**config.mk**
```make
export PLATFORM = sky130hd
export DESIGN_NAME = can_bit_timer
export DESIGN_NICKNAME = d
export VERILOG_FILES = /design/src/rtl/cbt_pkg.sv /design/src/rtl/cbt_cfg_decode.sv /design/src/rtl/cbt_seq.sv /design/src/rtl/cbt_sampler.sv /design/src/rtl/can_bit_timer.sv
export SDC_FILE = /design/constraint.sdc
export NUM_CORES = 1
export LEC_CHECK = 0
export BUFFER_PORTS_ARGS = -buffer_cell sky130_fd_sc_hd__buf_4
export CAP_MARGIN = 20
export CORE_ASPECT_RATIO = 1.1
export CORE_MARGIN = 2
export CORE_UTILIZATION = 52
export DETAILED_ROUTE_END_ITERATION = 8
export PLACE_DENSITY = 0.77
export SLEW_MARGIN = 20
export SYNTH_ARGS = -nofsm -noshare
export SYNTH_HDL_FRONTEND = slang
export SYNTH_SLANG_ARGS = --single-unit
```
**constraint.sdc**
```tcl
create_clock -name clk -period 2.8 [get_ports clk]
set_input_delay 0.56 -clock clk [delete_from_list [all_inputs] [get_ports clk]]
set_output_delay 0.56 -clock clk [all_outputs]
set_load 0.02 [all_outputs]
```
**src/rtl/cbt_pkg.sv**
```systemverilog
package cbt_pkg;
    typedef enum logic [1:0] {
        ST_SYNC   = 2'd0,
        ST_PHASE1 = 2'd1,
        ST_PHASE2 = 2'd2
    } seg_e;
endpackage

```
**src/rtl/cbt_cfg_decode.sv**
```systemverilog
module cbt_cfg_decode #(
    parameter int P1_W    = 4,
    parameter int P2_W    = 3,
    parameter int MIN_P1  = 2,
    localparam int CFG_W  = 1 + P1_W + P2_W
) (
    input  logic [CFG_W-1:0] cfg,
    output logic             triple,
    output logic [P1_W-1:0]  p1_eff,
    output logic [P2_W-1:0]  p2,
    output logic             too_short
);
    localparam logic [P1_W-1:0] MIN_V = MIN_P1[P1_W-1:0];

    logic [P1_W-1:0] p1_raw;

    always_comb begin
        p1_raw    = cfg[P1_W-1:0];
        p2        = cfg[P1_W +: P2_W];
        triple    = cfg[CFG_W-1];
        too_short = triple && (p1_raw < MIN_V);
        p1_eff    = too_short ? MIN_V : p1_raw;
    end
endmodule

```
**src/rtl/cbt_seq.sv**
```systemverilog
module cbt_seq
    import cbt_pkg::*;
#(
    parameter int P1_W   = 4,
    parameter int P2_W   = 3,
    localparam int CNT_W = (P1_W > P2_W) ? P1_W : P2_W
) (
    input  logic            clk,
    input  logic            rst_n,
    input  logic            tick,
    input  logic            hsync,
    input  logic [P1_W-1:0] p1,
    input  logic [P2_W-1:0] p2,
    output logic            sp_fire,
    output logic            sample_stb,
    output logic            tx_stb
);
    seg_e             state, state_n;
    logic [CNT_W-1:0] cnt, cnt_n;
    logic             tx_fire;
    logic [CNT_W-1:0] p1_x, p2_x;

    assign p1_x = CNT_W'(p1);
    assign p2_x = CNT_W'(p2);

    always_comb begin
        state_n = state;
        cnt_n   = cnt;
        sp_fire = 1'b0;
        tx_fire = 1'b0;
        if (hsync) begin
            state_n = ST_SYNC;
            cnt_n   = '0;
        end else if (tick) begin
            unique case (state)
                ST_SYNC: begin
                    state_n = ST_PHASE1;
                    cnt_n   = '0;
                end
                ST_PHASE1: begin
                    if (cnt >= p1_x) begin
                        state_n = ST_PHASE2;
                        cnt_n   = '0;
                        sp_fire = 1'b1;
                    end else begin
                        cnt_n = cnt + 1'b1;
                    end
                end
                ST_PHASE2: begin
                    if (cnt >= p2_x) begin
                        state_n = ST_SYNC;
                        cnt_n   = '0;
                        tx_fire = 1'b1;
                    end else begin
                        cnt_n = cnt + 1'b1;
                    end
                end
                default: begin
                    state_n = ST_SYNC;
                    cnt_n   = '0;
                end
            endcase
        end
    end

    // state register
    always_ff @(posedge clk) begin
        if (!rst_n) begin
            state <= ST_SYNC;
            cnt   <= '0;
        end else begin
            state <= state_n;
            cnt   <= cnt_n;
        end
    end

    // output register
    always_ff @(posedge clk) begin
        if (!rst_n) begin
            sample_stb <= 1'b0;
            tx_stb     <= 1'b0;
        end else begin
            sample_stb <= sp_fire;
            tx_stb     <= tx_fire;
        end
    end

    a_r9_strobe_excl: assert property (@(posedge clk) disable iff (!rst_n)
        !(sample_stb && tx_stb));
    a_r9_after_tick: assert property (@(posedge clk) disable iff (!rst_n)
        (sample_stb || tx_stb) |-> $past(tick));
    a_r2_hold: assert property (@(posedge clk) disable iff (!rst_n)
        (!tick && !hsync) |=> ($stable(state) && $stable(cnt)));
    a_r2_tx_in_sync: assert property (@(posedge clk) disable iff (!rst_n)
        tx_stb |-> (state == ST_SYNC));
    a_r3_sample_in_p2: assert property (@(posedge clk) disable iff (!rst_n)
        sample_stb |-> (state == ST_PHASE2 && cnt == '0));
    a_r7_hsync_sync: assert property (@(posedge clk) disable iff (!rst_n)
        hsync |=> (state == ST_SYNC && cnt == '0 && !tx_stb && !sample_stb));
endmodule

```
**src/rtl/cbt_sampler.sv**
```systemverilog
module cbt_sampler (
    input  logic clk,
    input  logic rst_n,
    input  logic tick,
    input  logic bus_rx,
    input  logic bus_idle,
    input  logic triple,
    input  logic sp_fire,
    output logic hsync,
    output logic sample_bit
);
    logic       bus_q;
    logic [1:0] hist;
    logic       vote;

    always_comb begin
        hsync = bus_idle && bus_q && !bus_rx;
        if (triple)
            vote = (hist[1] & hist[0]) | (hist[1] & bus_rx) | (hist[0] & bus_rx);
        else
            vote = bus_rx;
    end

    always_ff @(posedge clk) begin
        if (!rst_n) begin
            bus_q      <= 1'b1;
            hist       <= 2'b11;
            sample_bit <= 1'b1;
        end else begin
            bus_q <= bus_rx;
            if (tick)
                hist <= {hist[0], bus_rx};
            if (sp_fire)
                sample_bit <= vote;
        end
    end

    a_r9_bit_stable: assert property (@(posedge clk) disable iff (!rst_n)
        !sp_fire |=> $stable(sample_bit));
    a_r8_sync_only_idle: assert property (@(posedge clk) disable iff (!rst_n)
        !bus_idle |-> !hsync);
endmodule

```
**src/rtl/can_bit_timer.sv**
```systemverilog
module can_bit_timer #(
    parameter int P1_W   = 4,
    parameter int P2_W   = 3,
    parameter int MIN_P1 = 2,
    localparam int CFG_W = 1 + P1_W + P2_W
) (
    input  logic             clk,
    input  logic             rst_n,
    input  logic             tq_tick,
    input  logic [CFG_W-1:0] timing_cfg,
    input  logic             bus_rx,
    input  logic             bus_idle,
    output logic             sample_stb,
    output logic             sample_bit,
    output logic             tx_stb,
    output logic             cfg_err
);
    logic            triple;
    logic [P1_W-1:0] p1_eff;
    logic [P2_W-1:0] p2;
    logic            hsync;
    logic            sp_fire;

    cbt_cfg_decode #(.P1_W(P1_W), .P2_W(P2_W), .MIN_P1(MIN_P1)) u_dec (
        .cfg       (timing_cfg),
        .triple    (triple),
        .p1_eff    (p1_eff),
        .p2        (p2),
        .too_short (cfg_err)
    );

    cbt_seq #(.P1_W(P1_W), .P2_W(P2_W)) u_seq (
        .clk        (clk),
        .rst_n      (rst_n),
        .tick       (tq_tick),
        .hsync      (hsync),
        .p1         (p1_eff),
        .p2         (p2),
        .sp_fire    (sp_fire),
        .sample_stb (sample_stb),
        .tx_stb     (tx_stb)
    );

    cbt_sampler u_smp (
        .clk        (clk),
        .rst_n      (rst_n),
        .tick       (tq_tick),
        .bus_rx     (bus_rx),
        .bus_idle   (bus_idle),
        .triple     (triple),
        .sp_fire    (sp_fire),
        .hsync      (hsync),
        .sample_bit (sample_bit)
    );

    a_r6_clamp_flag: assert property (@(posedge clk) disable iff (!rst_n)
        (sample_stb && cfg_err) |-> timing_cfg[CFG_W-1]);
endmodule

```
==> results of run 1 <==
-- critical path: cells and delay by family --
family / cells / cell delay [ns]
buffers and inverters: 1 / 0.11
adders and majority gates: 1 / 0.29
AOI/OAI and AO/OA: 4 / 0.94
and+or+nand+nor: 3 / 0.58
-- synthesized netlist by cell type --
cell type and number:
nand2b_4 2, buf_2 1, o21a_4 1, o221ai_1 2
o21ai_0 2, o21bai_1 1, nand2b_1 6, o211a_1 1
and2_1 2, nand3b_1 1, mux2i_1 3, inv_1 7
nor2b_1 3, o21a_1 1, nand2_1 6, o2111ai_1 2
nor3_1 1, dfxtp_1 12, or3_1 1, nor4b_1 1
nor2_1 5, ha_1 11, a21oi_1 8, nand3_1 3
a211oi_1 1, nor3b_1 1, a2111oi_4 1, or3b_1 1
-- kinds of logic (layout without fill, tap and decap cells) --
kind of cell | after synthesis | count (layout) | synth area share [%]
compound gates | 20 | 20 | 20.13
mux | 3 | 3 | 3.774
flops | 12 | 12 | 30.19
buf+inv | 8 | 27 | 3.931
fa+ha+maj | 11 | 11 | 17.30
simple gates | 33 | 33 | 24.69
-- registers in the layout, indices dropped and copies added (netlist names) --
name	cells
u_seq.cnt	4
u_seq.sample_stb	1
u_seq.state	2
u_smp.hist	2
u_smp.bus_q	1
u_smp.sample_bit	1
u_seq.tx_stb	1
-- power by group through the flow --
stage	Sequential [W]	Combinational (W)	Clock, W
floorplan	0.000180	0.0000399	0
global placement	0.000181	0.0000620	0
detailed placement	0.000181	0.0000636	0
CTS	0.000177	0.0000637	0.000148
global route	0.000178	0.0000700	0.000155
finish	0.000177	0.0000634	0.000144
-- final cells by class --
| class | count | area (sq um) |
|---|---|---|
| Tap cell | 16 | 20.02 |
| Multi-Input combinational cell | 67 | 530.5 |
| Inverter | 7 | 26.28 |
| Timing Repair Buffer | 16 | 120.1 |
| Sequential cell | 12 | 240.2 |
| Fill cell | 113 | 427.9 |
| Clock buffer | 4 | 36.28 |
-- metal layers --
layer  up-vias  GRT usage (%)
met1       294          23.60
li1        345              -
met3         4          4.926
met5         -              0
met4         0          9.677
met2        30          36.56
-- final timing paths --
kind / end / start / depth (start not counted) / slack, ns
min: u_smp.hist[0] / rst_n / 2 / 0.47
max reg2reg: u_seq.cnt[3] / u_seq.cnt[0] / 7 / 0.89
max: u_seq.cnt[3] / timing_cfg[2] / 9 / 0.53
min reg2reg: u_smp.sample_bit / u_smp.sample_bit / 2 / 0.49
-- placed cells by master (no fill, tap or decap), types with 2 or more instances in the layout --
master,count
o2111ai_1,2
o21ai_0,2
nand2_1,6
dfxtp_1,12
a21oi_1,8
mux2i_1,3
inv_1,7
nand2b_1,6
nor2_1,5
nand2b_4,2
and2_1,2
ha_1,11
nor2b_1,3
o221ai_1,2
buf_4,16
nand3_1,3
clkbuf_4,3
-- stage by stage --
| step | util, % | total power [W] | instance area (sq um) |
|---|---|---|---|
| after floorplan | - | 0.0002203 | 802.0 |
| after global placement | 66.88 | 0.0002427 | 937.1 |
| after detailed placement | 66.88 | 0.0002444 | 937.1 |
| after CTS | 69.46 | 0.0003888 | 973.4 |
| after global routing | 69.46 | 0.0004028 | 973.4 |
| final | 69.46 | 0.0003842 | 973.4 |
==> reports/metrics.csv, run 1 <==
metric,value,unit
synth-seq-cells,12,
critPathKind,in2reg,
routabilityCongestion,0.7621,
internal-power,0.0002869,W
num_io_pins,17,
drive_above_1_share,23.58,%
cts-hold-fix-buffers,0,
clock_sinks,12,
yosys-top-cells-area,"dfxtp_1, ha_1, a21oi_1",
hold_viol,0,
endpoint_kind,flop,
syn2layout_area_growth,22.33,%
cpMaxStageDelayCell,a2111oi_4,
antenna_cells,0,
synth_cell_types,28,
syn-num-nets,111,
cpPeakStageDelay,0.39,ns
crit_arrival,2.49,ns
nets,131,
grt_usage,21.21,%
holdWs,0.4739,ns
ys_warn_count,0,
synth_top_area_share,30.19,%
clkLatencyLatePin,0.28,ns
vias,673,
grt_max_degree,14,
ir_drop,0.2745,mV
drv_cap,0,
htreeDepth,1,
route.met3.wl,114,um
slew-limit-headroom,78.99,%
clk_pin_slew,0.09,ns
fp.dieH,45.03,um
drc_errors,0,
setup_ws,0.5259,ns
syn_inst,87,
cts_buffer_depth,2,
seq_power_share,46.0,%
min_period,2.274,ns
drt_pass1_iterations,5,
grt_pass1_vias,626,
initial_core_util,56.79,%
cp-start-kind,input pin,
tritoncts,built,
wl_met2,807,um
grt_pass1_wl,2573,um
ant_nets,0,
fin_crit_sh,81.22,%
path_cells,buf_4 > nor4b_2 > nor2b_1 > ha_1 > nand2b_4 > a2111oi_4 > o21a_4 > o221ai_1 > a21oi_1,
worstMarginPinSlew,0.3152,ns
drt_iter0_drc,20,
clock-skew-final,0.008355,ns
comb_power_share,16.5,%
worstPathMaxFanout,6,
dp_slack,0.2217,ns
synth_top_area_cell,dfxtp_1,
swShare,25.32,%
vias_per_cell,5.516,
setup_viol,0,
pwr-share-clk,37.5,%
detail_route.wl_per_cell,13.05,um
routed_wirelength,1592,um
p_sw,0.00009730,W
p_leak,0.4331,nW
cts_setup_buffers,0,
stdcell_count,122,
wl_met1,648,um
synth_area,795.8,sq um
port-buffer-count,16,
seq_area_frac_synth,30.19,%
rsz0062_at_grt,false,
die-area,0.001860,sq mm
antenna_found_initial,0,
power.density,394.7,mW/mm^2
slew_viol_final,0,
max_freq,0.4397,GHz
die_width,41.30,um
highest_layer,met4,
rows,14,
crit_required,3.01,ns
cts_buffers,3,
min-delay-path-class,in2reg,
dp.cells,118,
root_buffer,clkbuf_4,
dp_hpwl,1232,um
setup-tns-final,0,ns
post_cts_resized,0,
core_area,0.001401,sq mm
status,completed,
gr-total-overflow,0,
avgSynthCellArea,9.147,sq um
Note: power is estimated with default switching activity, not from simulation.
==> run 2, diff against run 1 <==
==> constraint.sdc (replaced) <==
create_clock -name clk -period 2.3 [get_ports clk]
set_input_delay 0.46 -clock clk [delete_from_list [all_inputs] [get_ports clk]]
set_output_delay 0.46 -clock clk [all_outputs]
set_load 0.02 [all_outputs]
==> reports/metrics.csv, run 2 (synthesized netlist as in run 1, its figures left out) <==
metric,value,unit,change
root_buffer,clkbuf_4,,
setup_viol,0,,unchanged
grt_pass1_wl,2711,um,+5.4%
startpoint,timing_cfg[1],,
ant_nets,0,,unchanged
reg_top3,"u_seq.cnt (4), u_seq.state (2), u_smp.hist (2)",,
endpoint_kind,flop,,
drt_iter0_drc,17,,-15%
largest_register,u_seq.cnt,,
drt_pass1_iterations,4,,-1
rsz0062_at_grt,false,,
syn2layout_area_growth,23.43,%,
grt_max_degree,14,,unchanged
seq_power_share,45.4,%,-0.6 points
die_width,41.30,um,unchanged
finalPower,0.0004747,W,+24%
drv_cap,0,,unchanged
p_leak,0.4383,nW,+1.2%
p_sw,0.0001242,W,+28%
clock_sinks,12,,unchanged
min_period,2.060,ns,
port-buffer-count,16,,unchanged
cp-start-kind,input pin,,
routed_wirelength,1662,um,+4.4%
clkLatencyLatePin,0.29,ns,about the same
critPathKind,in2reg,,
drc_errors,0,,unchanged
die-area,0.001860,sq mm,unchanged
slew_viol_final,0,,unchanged
crit_arrival,2.27,ns,-0.22 ns
fin_crit_sh,89.56,%,
worstMarginPinSlew,0.3318,ns,+0.01664 ns
worstPathMaxFanout,6,,unchanged
internal-power,0.0003505,W,+22%
final_cell_mix,"buf_4, dfxtp_1, ha_1",,
reg2reg_from,u_seq.cnt[0],,
crit_required,2.51,ns,-0.50 ns
status,completed,,
routabilityCongestion,0.7577,,-0.58%
final_common_cell,buf_4,,
clk_pin_slew,0.09,ns,about the same
comb_power_share,16.8,%,+0.3 points
dp_hpwl,1316,um,+6.8%
stdcell_count,122,,unchanged
cts_buffer_depth,2,,unchanged
vias_per_cell,5.582,,+1.2%
hold_viol,0,,unchanged
drive_above_1_share,23.58,%,unchanged
gr-total-overflow,0,,unchanged
nets,131,,unchanged
tritoncts,built,,
dp.cells,118,,unchanged
vias,681,,+1.2%
slew-limit-headroom,77.88,%,-1.1 points
cts-hold-fix-buffers,0,,unchanged
antenna_cells,0,,unchanged
antenna_found_initial,0,,unchanged
ir_drop,0.3960,mV,+44%
rows,14,,unchanged
initial_core_util,56.79,%,unchanged
grt_usage,22.41,%,+1.2 points
post_cts_resized,0,,unchanged
core_area,0.001401,sq mm,unchanged
htreeDepth,1,,unchanged
detail_route.wl_per_cell,13.62,um,+4.4%
swShare,26.16,%,+0.84 points
cts_buffers,3,,unchanged
power.density,483.3,mW/mm^2,+22%
pwr-share-clk,37.8,%,+0.3 points
clock-skew-final,0.01064,ns,+0.002282 ns
max_freq,0.4855,GHz,
num_io_pins,17,,unchanged
largest_reg_flops,4,,unchanged
fp.dieH,45.03,um,unchanged
grt_pass1_vias,645,,+3.0%
min_from,rst_n,,
min-delay-path-class,in2reg,,
cts_setup_buffers,0,,unchanged
-- run 2: cell counts in the layout (fill, tap and decap cells not counted) --
Identical to the previous run, type by type.
-- run 2: path summary, 6_finish.rpt --
check	to	slack [ns]	cells past startpoint
max reg2reg	u_seq.cnt[1]	0.47	7
min	u_smp.hist[1]	0.37	2
min reg2reg	u_smp.sample_bit	0.49	2
max	u_seq.cnt[1]	0.24	9
-- run 2: metrics by stage --
stage          setup TNS [ns]  hold WS (ns)  instance area (sq um)  util [%]  setup WS [ns]
3_3_place_gp                0        0.4680                  945.9     67.50        0.01814
6_report                    0        0.3661                  982.2     70.09         0.2401
4_1_cts                     0        0.3652                  982.2     70.09         0.2186
5_1_grt                     0        0.3704                  982.2     70.09         0.1300
3_5_place_dp          -0.1564        0.4648                  945.9     67.50       -0.06902
2_1_floorplan               0        0.4410                  810.8         -        0.04759
-- run 2: power groups by stage --
stage                     Sequential, W  Clock (W)  Combinational, W
after floorplan                0.000220          0         0.0000495
after detailed placement       0.000220          0         0.0000797
after global routing           0.000216   0.000186         0.0000873
final                          0.000216   0.000179         0.0000798
after CTS                      0.000215   0.000182         0.0000801
after global placement         0.000220          0         0.0000779
-- run 2: critical path, stage by stage --
cell and delay [ns]:
buf_4 0.12, nor4b_4 0.32, nor2b_1 0.09, ha_1 0.29
nand2b_4 0.15, a2111oi_4 0.35, o21a_4 0.20, o2111ai_1 0.12
a21oi_1 0.17
-- run 2: final cells by class --
cell class,count,area [sq um]
Multi-Input combinational cell,67,539.3
Clock buffer,4,36.28
Inverter,7,26.28
Sequential cell,12,240.2
Tap cell,16,20.02
Fill cell,118,419.2
Timing Repair Buffer,16,120.1
-- run 2: per-layer routing --
metal	global-route usage, %	wire length (um)	vias to the layer above	part of all wire (%)
met1	26.15	683	312	41
met3	2.956	58	5	3.5
met5	0	0	-	0
li1	-	-	348	-
met4	16.77	52	0	3.1
met2	35.63	868	16	52
==> run 3, diff against run 2 <==
==> constraint.sdc (replaced) <==
create_clock -name clk -period 2 [get_ports clk]
set_input_delay 0.4 -clock clk [delete_from_list [all_inputs] [get_ports clk]]
set_output_delay 0.4 -clock clk [all_outputs]
set_load 0.02 [all_outputs]
==> reports/metrics.csv, run 3 (synthesized netlist as in run 1, its figures left out) <==
metric,value,unit,change
nets,133,,+1.5%
finalPower,0.0005399,W,+14%
initial_core_util,56.79,%,unchanged
seq_power_share,45.8,%,+0.4 points
crit_arrival,2.16,ns,-0.11 ns
comb_power_share,18.1,%,+1.3 points
path_cells,buf_6 > nor4b_4 > nor2b_1 > ha_1 > nand2b_4 > a2111oi_4 > o21a_4 > o2111ai_1 > a21oi_1,,
setup-tns-final,0,ns,unchanged
dp.cells,120,,+1.7%
cp-start-kind,input pin,,
gr-total-overflow,0,,unchanged
min_period,1.950,ns,
crit_required,2.21,ns,-0.30 ns
root_buffer,clkbuf_4,,
core_area,0.001401,sq mm,unchanged
die-area,0.001860,sq mm,unchanged
n_fill_cell,101,,-14%
htreeDepth,1,,unchanged
cts_buffer_depth,2,,unchanged
ir_drop,0.4539,mV,+15%
p_leak,0.4505,nW,+2.8%
internal-power,0.0004071,W,+16%
cpMaxStageDelayCell,a2111oi_4,,
drc_errors,0,,unchanged
slew_viol_final,0,,unchanged
vias_per_cell,5.484,,-1.8%
max_freq,0.5127,GHz,
cts_setup_buffers,0,,unchanged
num_io_pins,17,,unchanged
routed_wirelength,1586,um,-4.6%
detail_route.wl_per_cell,12.79,um,-6.1%
cpPeakStageDelay,0.34,ns,about the same
cts-hold-fix-buffers,0,,unchanged
p_sw,0.0001328,W,+7.0%
clk_pin_slew,0.08,ns,about the same
critPathKind,in2reg,,
reg_top3,"u_seq.cnt (4), u_seq.state (2), u_smp.hist (2)",,
drt_pass1_iterations,6,,+2
endpoint_kind,flop,,
ant_nets,0,,unchanged
wl_met2,812,um,-6.5%
highest_layer,met3,,
drt_iter0_drc,10,,-7
fin_crit_sh,97.52,%,
tritoncts,built,,
grt_pass1_wl,2780,um,+2.5%
pwr-share-clk,36.1,%,-1.7 points
antenna_cells,0,,unchanged
route.met3.wl,96,um,+66%
drive_above_1_share,26.85,%,+3.3 points
worstPathMaxFanout,6,,unchanged
setup_viol,0,,unchanged
min-delay-path-class,in2reg,,
rows,14,,unchanged
clkLatencyLatePin,0.28,ns,about the same
slew-limit-headroom,78.81,%,+0.94 points
clock_sinks,12,,unchanged
port-buffer-count,16,,unchanged
grt_max_degree,14,,unchanged
post_cts_resized,0,,unchanged
syn2layout_area_growth,27.83,%,
vias,680,,-0.15%
cts_buffers,3,,unchanged
fin_util,72.59,%,+2.5 points
worstMarginPinSlew,0.3154,ns,-0.01646 ns
drv_cap,0,,unchanged
largest_reg_flops,4,,unchanged
status,completed,,
dp_hpwl,1259,um,-4.3%
routabilityCongestion,0.6856,,-9.5%
largest_register,u_seq.cnt,,
power.density,530.8,mW/mm^2,+9.8%
final_common_cell,buf_4,,
final_cell_mix,"buf_4, dfxtp_1, ha_1",,
fp.dieH,45.03,um,unchanged
rsz0062_at_grt,true,,
die_width,41.30,um,unchanged
swShare,24.60,%,-1.6 points
clock-skew-final,0.001023,ns,-0.009614 ns
wl_met1,677,um,-0.88%
grt_usage,22.00,%,-0.41 points
antenna_found_initial,0,,unchanged
grt_pass1_vias,661,,+2.5%
hold_viol,0,,unchanged
stdcell_count,124,,+1.6%
run 3: cell types whose count changed in the layout (fill, tap and decap cells not counted), sizes merged:
cell and change:
buf +2
run 3: worst paths after layout:
check | to | depth (start not counted) | slack [ns] | startpoint
worst min-delay path | u_smp.hist[0] | 2 | 0.32 | rst_n
worst max register to register | u_seq.state[0] | 7 | 0.16 | u_seq.cnt[0]
worst min register to register | u_smp.sample_bit | 2 | 0.48 | u_smp.sample_bit
worst max-delay path | u_seq.cnt[0] | 9 | 0.05 | timing_cfg[1]
run 3: worst max-delay path, delay by kind of cell:
| family | cells | cell delay (ns) |
|---|---|---|
| fa+ha+maj | 1 | 0.27 |
| simple gates | 3 | 0.55 |
| buf+inv | 1 | 0.10 |
| compound gates | 4 | 0.84 |
run 3: area by class of cell:
type	instances	area, sq um	share of cell area (%)
clock buffers	4	36.28	3.567
multi-input cells	67	551.8	54.24
well taps	16	20.02	1.968
inverters	7	26.28	2.583
repair buffers	18	142.6	14.02
flip-flops and latches	12	240.2	23.62
run 3: power by group through the flow:
stage                     logic [W]  clock network, W  registers [W]
after detailed placement  0.0000940                 0       0.000253
final                     0.0000976          0.000195       0.000248
after floorplan           0.0000569                 0       0.000253
after global routing       0.000108          0.000211       0.000248
after CTS                 0.0000946          0.000200       0.000248
after global placement    0.0000923                 0       0.000253
run 3: layer usage:
layer	up-vias	global-route usage [%]
li1	353	-
met1	305	25.15
met2	22	37.81
met3	0	7.389
met4	0	5.806
met5	-	0
run 3: stage by stage:
| stage | cell area, sq um | hold slack, ns | setup slack [ns] |
|---|---|---|---|
| CTS | 997.2 | 0.3202 | 0.04718 |
| floorplan | 810.8 | 0.4410 | -0.1555 |
| global route | 1017 | 0.3172 | -0.04068 |
| detailed placement | 960.9 | 0.4601 | -0.2325 |
| finish | 1017 | 0.3237 | 0.04965 |
| global placement | 960.9 | 0.4525 | -0.1843 |
